===== src/rtl/supv_pkg.sv =====
package supv_pkg;
  typedef enum logic {
    HOLD_ASSERTED = 1'b1,
    HOLD_RELEASED = 1'b0
  } hold_state_e;

  function automatic int ms_to_cycles(input int ms, input int cyc_per_ms);
    return ms * cyc_per_ms;
  endfunction
endpackage


===== src/rtl/supv_sync2.sv =====
module supv_sync2 #(
  parameter logic RESET_VAL = 1'b1
) (
  input  logic clk,
  input  logic rst,
  input  logic d_async,
  output logic q_sync
);
  logic meta_q, sync_q;

  always_ff @(posedge clk) begin
    if (rst) begin
      meta_q <= RESET_VAL;
      sync_q <= RESET_VAL;
    end else begin
      meta_q <= d_async;
      sync_q <= meta_q;
    end
  end

  assign q_sync = sync_q;
endmodule


===== src/rtl/supv_btn_qual.sv =====
module supv_btn_qual #(
  parameter int QUAL_CYC = 20
) (
  input  logic clk,
  input  logic rst,
  input  logic btn_sync_n,
  output logic pressed
);
  localparam int CNT_W = (QUAL_CYC > 1) ? $clog2(QUAL_CYC) : 1;

  logic [CNT_W-1:0] low_cnt;
  logic             pressed_q;

  always_ff @(posedge clk) begin
    if (rst) begin
      low_cnt   <= '0;
      pressed_q <= 1'b0;
    end else if (btn_sync_n) begin
      low_cnt   <= '0;
      pressed_q <= 1'b0;
    end else if (!pressed_q) begin
      if (low_cnt == CNT_W'(QUAL_CYC - 1)) begin
        pressed_q <= 1'b1;
      end else begin
        low_cnt <= low_cnt + 1'b1;
      end
    end
  end

  assign pressed = pressed_q;

  // a high level on the synchronized button always clears the press
  assert_release_on_high_R6: assert property (@(posedge clk) disable iff (rst)
    btn_sync_n |=> !pressed_q);
  // a press can only be recognized while the button is low
  assert_press_needs_low_R5: assert property (@(posedge clk) disable iff (rst)
    $rose(pressed_q) |-> !$past(btn_sync_n));
endmodule


===== src/rtl/supv_hold_timer.sv =====
module supv_hold_timer
  import supv_pkg::*;
#(
  parameter int HOLD_CYC = 1000
) (
  input  logic clk,
  input  logic rst,
  input  logic req,
  output logic active
);
  localparam int CNT_W = (HOLD_CYC > 1) ? $clog2(HOLD_CYC) : 1;

  hold_state_e      state_q;
  logic [CNT_W-1:0] quiet_cnt;

  always_ff @(posedge clk) begin
    if (rst) begin
      state_q   <= HOLD_ASSERTED;
      quiet_cnt <= '0;
    end else if (req) begin
      state_q   <= HOLD_ASSERTED;
      quiet_cnt <= '0;
    end else if (state_q == HOLD_ASSERTED) begin
      if (quiet_cnt == CNT_W'(HOLD_CYC - 1)) begin
        state_q   <= HOLD_RELEASED;
        quiet_cnt <= '0;
      end else begin
        quiet_cnt <= quiet_cnt + 1'b1;
      end
    end
  end

  assign active = (state_q == HOLD_ASSERTED);

  // any request leaves the hold asserted on the next cycle
  assert_req_asserts_R2: assert property (@(posedge clk) disable iff (rst)
    req |=> active);
  // release never happens on an edge that sampled a request
  assert_release_quiet_R3: assert property (@(posedge clk) disable iff (rst)
    $fell(active) |-> !$past(req));
endmodule


===== src/rtl/supv_out_drive.sv =====
module supv_out_drive (
  input  logic clk,
  input  logic rst,
  input  logic active,
  output logic reset_hi,
  output logic reset_lo_n,
  output logic run_ok
);
  logic hi_q, lo_n_q, ok_q;

  always_ff @(posedge clk) begin
    if (rst) begin
      hi_q   <= 1'b1;
      lo_n_q <= 1'b0;
      ok_q   <= 1'b0;
    end else begin
      hi_q   <= active;
      lo_n_q <= !active;
      ok_q   <= !active;
    end
  end

  assign reset_hi   = hi_q;
  assign reset_lo_n = lo_n_q;
  assign run_ok     = ok_q;

  // the two reset polarities never agree
  assert_complement_R8: assert property (@(posedge clk) disable iff (rst)
    hi_q != lo_n_q);
  // status follows the active-low output
  assert_status_R8: assert property (@(posedge clk) disable iff (rst)
    ok_q == lo_n_q);
endmodule


===== src/rtl/supv_reset_seq.sv =====
module supv_reset_seq
  import supv_pkg::*;
#(
  parameter int CYC_PER_MS = 125000,
  parameter int HOLD_MS    = 250,
  parameter int REJECT_MS  = 1,
  parameter int ACCEPT_MS  = 20,
  parameter int QUAL_MS    = 5
) (
  input  logic clk,
  input  logic rst,
  input  logic supply_bad,
  input  logic btn_n,
  input  logic wdt_expire,
  output logic reset_hi,
  output logic reset_lo_n,
  output logic run_ok
);
  localparam int HOLD_CYC = ms_to_cycles(HOLD_MS, CYC_PER_MS);
  localparam int QUAL_CYC = ms_to_cycles(QUAL_MS, CYC_PER_MS);

  generate
    if (QUAL_MS < REJECT_MS || QUAL_MS > ACCEPT_MS) begin : g_bad_qual
      initial $error("QUAL_MS must lie between REJECT_MS and ACCEPT_MS");
    end
  endgenerate

  logic btn_sync_n;
  logic btn_pressed;
  logic any_req;
  logic hold_active;

  supv_sync2 #(.RESET_VAL(1'b1)) u_sync (
    .clk     (clk),
    .rst     (rst),
    .d_async (btn_n),
    .q_sync  (btn_sync_n)
  );

  supv_btn_qual #(.QUAL_CYC(QUAL_CYC)) u_qual (
    .clk        (clk),
    .rst        (rst),
    .btn_sync_n (btn_sync_n),
    .pressed    (btn_pressed)
  );

  assign any_req = supply_bad | btn_pressed | wdt_expire;

  supv_hold_timer #(.HOLD_CYC(HOLD_CYC)) u_hold (
    .clk    (clk),
    .rst    (rst),
    .req    (any_req),
    .active (hold_active)
  );

  supv_out_drive u_out (
    .clk        (clk),
    .rst        (rst),
    .active     (hold_active),
    .reset_hi   (reset_hi),
    .reset_lo_n (reset_lo_n),
    .run_ok     (run_ok)
  );

  // a watchdog pulse reaches the output two edges later
  assert_wdt_forces_R7: assert property (@(posedge clk) disable iff (rst)
    wdt_expire |-> ##2 reset_hi);
  // a supply fault reaches the output two edges later
  assert_supply_forces_R2: assert property (@(posedge clk) disable iff (rst)
    supply_bad |-> ##2 reset_hi);
endmodule


===== config.mk =====
export PLATFORM = sky130hd
export DESIGN_NAME = supv_reset_seq
export DESIGN_NICKNAME = d
export VERILOG_FILES = /design/src/rtl/supv_pkg.sv /design/src/rtl/supv_sync2.sv /design/src/rtl/supv_btn_qual.sv /design/src/rtl/supv_hold_timer.sv /design/src/rtl/supv_out_drive.sv /design/src/rtl/supv_reset_seq.sv
export SDC_FILE = /design/constraint.sdc
export NUM_CORES = 1
export LEC_CHECK = 0
export BUFFER_PORTS_ARGS = -buffer_cell sky130_fd_sc_hd__buf_2
export CAP_MARGIN = 10
export CORE_MARGIN = 4
export CORE_UTILIZATION = 41
export CTS_BUF_LIST = sky130_fd_sc_hd__clkbuf_2
export DETAILED_ROUTE_END_ITERATION = 8
export PLACE_DENSITY = 0.59
export RECOVER_POWER = 25
export SLEW_MARGIN = 5
export SYNTH_ARGS = -nofsm -noshare
export SYNTH_HDL_FRONTEND = slang
export SYNTH_SLANG_ARGS = --single-unit

===== constraint.sdc =====
create_clock -name clk -period 2.2 [get_ports clk]
set_clock_uncertainty 0.2 [all_clocks]
set_input_delay 0.22 -clock clk [delete_from_list [all_inputs] [get_ports clk]]
set_output_delay 0.22 -clock clk [all_outputs]
set_load 0.05 [all_outputs]

==> results of run 1 <==
==> routing by layer <==
metal	up-vias	part of all wire [%]
li1	956	-
met1	829	53
met2	22	43
met3	4	3.4
met4	0	1.2
met5	-	0
==> cells in the mapped netlist, drive strengths merged, types with 3 or more instances <==
cell type	number	share of area, %
and3	4	1.1
nor4	9	4.0
inv	7	1.1
nand4	10	2.7
dfxtp	51	44
or3	8	2.2
buf	4	1.1
xor2	20	7.6
nor2	44	7.2
or2	5	1.4
nor3	9	2.0
o21ai	3	0.65
clkbuf	4	0.71
and4	3	1.1
nand3	21	4.6
a21oi	3	0.81
nand2	21	3.4
xnor2	17	6.5
==> kinds of logic (layout without fill, tap and decap cells) <==
logic type,count (synthesis),in the layout,share of synthesized area (%)
adder cells (fa/ha/maj),2,2,1.085
buffers and inverters,15,36,2.984
AND/OR/NAND/NOR,143,143,33.04
multiplexers,1,1,0.4341
AO/OA/AOI/OAI,14,14,4.124
XOR/XNOR,37,37,14.05
flip-flops,51,51,44.28
==> worst max-delay path, stage by stage (launching register included) <==
cell and delay, ns:
dfxtp_1 0.42, or4_4 0.56, nor4_4 0.34, a21oi_2 0.17
nand4_1 0.16, mux2i_1 0.18
==> cell type report <==
cell class / count / area, um^2
inverters: 7 / 26.28
clock buffers: 5 / 25.02
clock inverters: 3 / 22.52
multi-input cells: 197 / 1207
fillers: 556 / 2920
flip-flops and latches: 51 / 1022
repair buffers: 21 / 158.9
well taps: 72 / 90.09
==> sequential cells by signal, indices dropped and copies added, names as in the netlist <==
register and count:
u_out.reset_hi 1, u_qual.low_cnt 20, u_hold.active 1, u_hold.quiet_cnt 25, u_qual.pressed 1, u_sync.q_sync 1, u_out.reset_lo_n 1, u_sync.meta_q 1
==> worst max path at each step <==
stage / start / to / slack (ns) / cells past startpoint
3_3_place_gp: u_hold.quiet_cnt[0]$_SDFFE_PP0P_ / u_hold.quiet_cnt[16]$_SDFFE_PP0P_ / 0.17 / 6
4_1_cts: u_qual.low_cnt[3]$_SDFFE_PP0P_ / u_qual.low_cnt[10]$_SDFFE_PP0P_ / 0.15 / 5
5_1_grt: u_hold.quiet_cnt[1]$_SDFFE_PP0P_ / u_hold.quiet_cnt[16]$_SDFFE_PP0P_ / 0.01 / 6
3_5_place_dp: u_hold.quiet_cnt[0]$_SDFFE_PP0P_ / u_hold.quiet_cnt[16]$_SDFFE_PP0P_ / 0.17 / 6
2_1_floorplan: u_hold.quiet_cnt[0]$_SDFFE_PP0P_ / u_hold.quiet_cnt[16]$_SDFFE_PP0P_ / 0.27 / 6
6_report: u_qual.low_cnt[3]$_SDFFE_PP0P_ / u_qual.low_cnt[10]$_SDFFE_PP0P_ / 0.14 / 5
==> report_power, final <==
group	internal [W]	switching, W
clock network	0.0000862	0.000307
logic	0.0000165	0.0000154
registers	0.000931	0.00000213
==> through the flow <==
step / std cells / power (W) / setup WS [ns] / hold WS [ns]
floorplan: 263 / 0.0009637 / 0.2713 / 0.1238
global placement: 342 / 0.0009735 / 0.1712 / 0.1930
detailed placement: 342 / 0.0009738 / 0.1718 / 0.1983
CTS: 356 / 0.001385 / 0.1476 / 0.2552
global route: 356 / 0.001417 / 0.01369 / 0.2641
finish: 356 / 0.001358 / 0.1405 / 0.2517
==> timing repair <==
item                                   in CTS  in global routing
hold buffers                                6                  0
gates resized for setup                     0                  1
endpoints found under the hold margin      11                  0
setup endpoints to repair                   0                  1
==> metrics.yaml, run 1 <==
grt-busiest-layer: "met2"
die_y_um: 83.00
path_clk_slew_ns: 0.26
worst-setup-path-type: "reg2reg"
finalSetupTns_ns: 0
whs_path_depth: 1
rsz0062_at_grt: "false"
fin_area_mm2: 0.002552
use_met1_pct: 19.56
worst_pin_slew_ns: 0.6946
gr-usage-met3_pct: 3.472
avgSynthCellArea_um2: 8.768
synthArstFlopShare_pct: 0
remaining_drc_errors: 0
synth-edff-count: 0
cts_root_buf: "clkbuf_2"
finalNetCount: 290
die-area_mm2: 0.006888
tritoncts: "yes"
start_kind: "register"
drv_cap: 0
setup_violations: 0
cp_data_arrival_time_ns: 2.24
synthFlopType: "dfxtp_1"
synth_area_mm2: 0.002306
totalWireLength_um: 4348
layout_common_cells: "50 x dfxtp_1, 44 x nor2_1, 21 x nand2_1, 21 x nand3_1, 20 x xor2_1"
power_density_mw_per_mm2: 532.0
r2r_start: "u_qual.low_cnt[3]$_SDFFE_PP0P_"
antenna_found_initial: 0
num_vias: 1811
yosysUniqueCellTypes: 40
ir_worst_vdd_uv: 350.3
required_ns: 2.38
fp.dieW_um: 83.00
report.final.slew_viol_count: 0
routabilityCongestion: 0.7833
synthesis.nets: 270
clockBufferDepth: 2
ys_warn_count: 0
diodes: 0
drive_gt1_share_pct: 10.56
synth_seq_area_share_pct: 44.28
overflow: 0
dp_hpwl_um: 3130
fin_crit_sh_pct: 93.62
final_antenna_net_count: 0
relSlewSlack_pct: 53.31
finalCriticalPeriod_ns: 2.060
ys_ff_latch: 51
start_util_pct: 42.14
holdPathEnd: "u_sync.q_sync$_SDFF_PP1_"
core-area_mm2: 0.005473
critPathCaptureType: "register"
final_util_pct: 46.64
r2r_end: "u_qual.low_cnt[10]$_SDFFE_PP0P_"
insertion_delay_ns: 0.43
r2r_slack_ns: 0.14
worstRegToRegCells: 5
post-cts-setup-buffers: 0
max_freq_mhz: 485.5
firstDrtPassIters: 4
hold_viol: 0
grt_usage_pct: 13.79
hp-start: "u_sync.meta_q$_SDFF_PP1_"
placed_area_mm2: 0.002461
cp_max_fo: 7
syn_inst: 263
grt_pass1_wl_um: 8017
use_met2_pct: 20.63
drt_iter0_drc: 118
wl_per_cell_um: 12.21
htreeDepth: 2
portBuffers: 7
viasPerCell: 5.087
grt_pass1_vias: 1714
clock_sinks: 51
numCtsBuffers: 5
status: "finished, final reports clean"
layout_commonest_cell: "dfxtp_1"
grt_max_degree: 22
pin_count: 8
p_leak_nw: 0.8077
worstHoldPathType: "reg2reg"
row_count: 27
syn2layout_area_growth_pct: 10.69
Note: power is estimated with default switching activity, not from simulation.
==> run 2: changes to the inputs <==
--- a/config.mk
+++ b/config.mk
@@ -5,13 +5,13 @@
 export SDC_FILE = /design/constraint.sdc
 export NUM_CORES = 1
 export LEC_CHECK = 0
-export BUFFER_PORTS_ARGS = -buffer_cell sky130_fd_sc_hd__buf_2
+export BUFFER_PORTS_ARGS = -buffer_cell sky130_fd_sc_hd__buf_4
 export CAP_MARGIN = 10
 export CORE_MARGIN = 4
-export CORE_UTILIZATION = 41
+export CORE_UTILIZATION = 58
 export CTS_BUF_LIST = sky130_fd_sc_hd__clkbuf_2
 export DETAILED_ROUTE_END_ITERATION = 8
-export PLACE_DENSITY = 0.59
+export PLACE_DENSITY = 0.77
 export RECOVER_POWER = 25
 export SLEW_MARGIN = 5
 export SYNTH_ARGS = -nofsm -noshare
==> metrics.yaml, run 2 (synthesized netlist as in run 1, its figures left out) <==
worst_pin_slew_ns: 0.6349  # -0.05974 ns
clockBufferDepth: 2  # unchanged
multi_input_area_mm2: 0.001227  # +1.7%
fp.dieW_um: 71.06  # -14%
drive_gt1_share_pct: 10.92  # +0.35 points
place_ws_ns: 0.1427  # -0.02905 ns
hold_viol: 0  # unchanged
fin_crit_sh_pct: 95.49  # +1.9 points
layout_common_cells: "50 x dfxtp_1, 44 x nor2_1, 21 x nand2_1, 21 x nand3_1, 20 x xor2_1"
grt_pass1_vias: 1746  # +1.9%
p_leak_nw: 0.8266  # +2.3%
num_vias: 1854  # +2.4%
required_ns: 2.40  # +0.02 ns
grt_pass1_wl_um: 7762  # -3.2%
drv_cap: 0  # unchanged
setup_violations: 0  # unchanged
die-area_mm2: 0.005049  # -27%
cts_root_buf: "clkbuf_2"
drt_iter0_drc: 167  # +42%
seqCellArea_mm2: 0.001022  # unchanged
finalSetupTns_ns: 0  # unchanged
top_register: "u_hold.quiet_cnt"
fillerInstances: 325  # -42%
dp_hpwl_um: 3070  # -1.9%
relSlewSlack_pct: 57.86  # +4.5 points
die_y_um: 71.06  # -14%
finalNetCount: 290  # unchanged
syn2layout_area_growth_pct: 10.42
remaining_drc_errors: 0  # unchanged
critPathCaptureType: "register"
overflow: 0  # unchanged
worstHoldPathType: "reg2reg"
ir_worst_vdd_uv: 402.3  # +15%
start_util_pct: 61.60  # +19 points
layout_commonest_cell: "dfxtp_1"
grt_usage_pct: 18.93  # +5.1 points
clock_sinks: 51  # unchanged
rsz0062_at_grt: "false"
path_clk_slew_ns: 0.27  # about the same
top_regs: "u_hold.quiet_cnt (25), u_qual.low_cnt (20)"
max_freq_mhz: 476.0  # -2.0%
cp_data_arrival_time_ns: 2.31  # +0.07 ns
status: "finished, final reports clean"
routabilityCongestion: 0.7983  # +1.9%
start_kind: "register"
final_antenna_net_count: 0  # unchanged
post-cts-setup-buffers: 0  # unchanged
insertion_delay_ns: 0.45  # +0.02 ns
dp_cells: 318  # -7.0%
htreeDepth: 2  # unchanged
final_cells: 332  # -6.7%
pin_count: 8  # unchanged
largest_register_ffs: 25  # unchanged
diodes: 0  # unchanged
numCtsBuffers: 5  # unchanged
finalCriticalPeriod_ns: 2.101  # +0.04115 ns
power_density_mw_per_mm2: 533.6  # +0.31%
firstDrtPassIters: 4  # unchanged
antenna_found_initial: 0  # unchanged
row_count: 22  # -19%
fin_ws_ns: 0.09931  # -0.04115 ns
totalWireLength_um: 4380  # +0.74%
worst-setup-path-type: "reg2reg"
report.final.slew_viol_count: 0  # unchanged
core-area_mm2: 0.003744  # -32%
viasPerCell: 5.584  # +9.8%
tritoncts: "yes"
cp_max_fo: 7  # unchanged
wl_per_cell_um: 13.19  # +8.0%
grt_max_degree: 22  # unchanged
portBuffers: 7  # unchanged
r2r_slack_ns: 0.1  # -0.04 ns
## run 2: cell count changes in the layout (fill, tap and decap cells not counted), sizes merged
cell,before,now
clkbuf,10,12
inv,9,7
buf,10,9
clkinv,1,2
## run 2: path summary, 6_finish.rpt
path	start	to	cells past startpoint
max	u_qual.low_cnt[3]$_SDFFE_PP0P_	u_qual.low_cnt[10]$_SDFFE_PP0P_	5
min	u_sync.meta_q$_SDFF_PP1_	u_sync.q_sync$_SDFF_PP1_	1
max reg2reg	u_qual.low_cnt[3]$_SDFFE_PP0P_	u_qual.low_cnt[10]$_SDFFE_PP0P_	5
min reg2reg	u_sync.meta_q$_SDFF_PP1_	u_sync.q_sync$_SDFF_PP1_	1
## run 2: timing repair
action	in CTS	in global routing
endpoints found under the setup margin	0	12
resized for setup	0	3
hold buffers	6	0
hold endpoints to repair	11	0
## run 2: metal layers
metal	wire, um	GRT usage, %	vias to the layer above
met3	165	4.545	9
li1	-	-	950
met1	2192	24.87	863
met5	0	0	-
met2	1935	29.35	32
met4	86	8.768	0
## run 2: report_power, final
| part | internal, W | leakage [nW] | switching, W |
|---|---|---|---|
| logic | 0.0000180 | 0.382 | 0.0000154 |
| registers | 0.000930 | 0.412 | 0.00000207 |
| clock network | 0.0000880 | 0.0332 | 0.000305 |
## run 2: layout make-up
| class | count | share of cell area, % |
|---|---|---|
| flip-flops and latches | 51 | 40.15 |
| clock buffers | 6 | 1.179 |
| multi-input cells | 197 | 48.21 |
| repair buffers | 21 | 6.388 |
| clock inverters | 2 | 0.6880 |
| inverters | 7 | 1.032 |
| well taps | 48 | 2.359 |
## run 2: worst max-delay path: stages (launching register included)
cell,delay [ns]
dfxtp_1,0.42
or4_4,0.56
nor4_4,0.35
a21oi_2,0.17
nand4_1,0.16
mux2i_1,0.19
## run 2: stage by stage
step | total power [W] | hold slack [ns] | utilization, % | instance area (um^2)
5_1_grt | 0.001417 | 0.2726 | 68.01 | 2546
6_report | 0.001359 | 0.2506 | 68.01 | 2546
3_5_place_dp | 0.0009753 | 0.1980 | 65.41 | 2449
4_1_cts | 0.001370 | 0.2517 | 68.28 | 2556
3_3_place_gp | 0.0009746 | 0.1944 | 65.41 | 2449
2_1_floorplan | 0.0009637 | 0.1238 | - | 2306
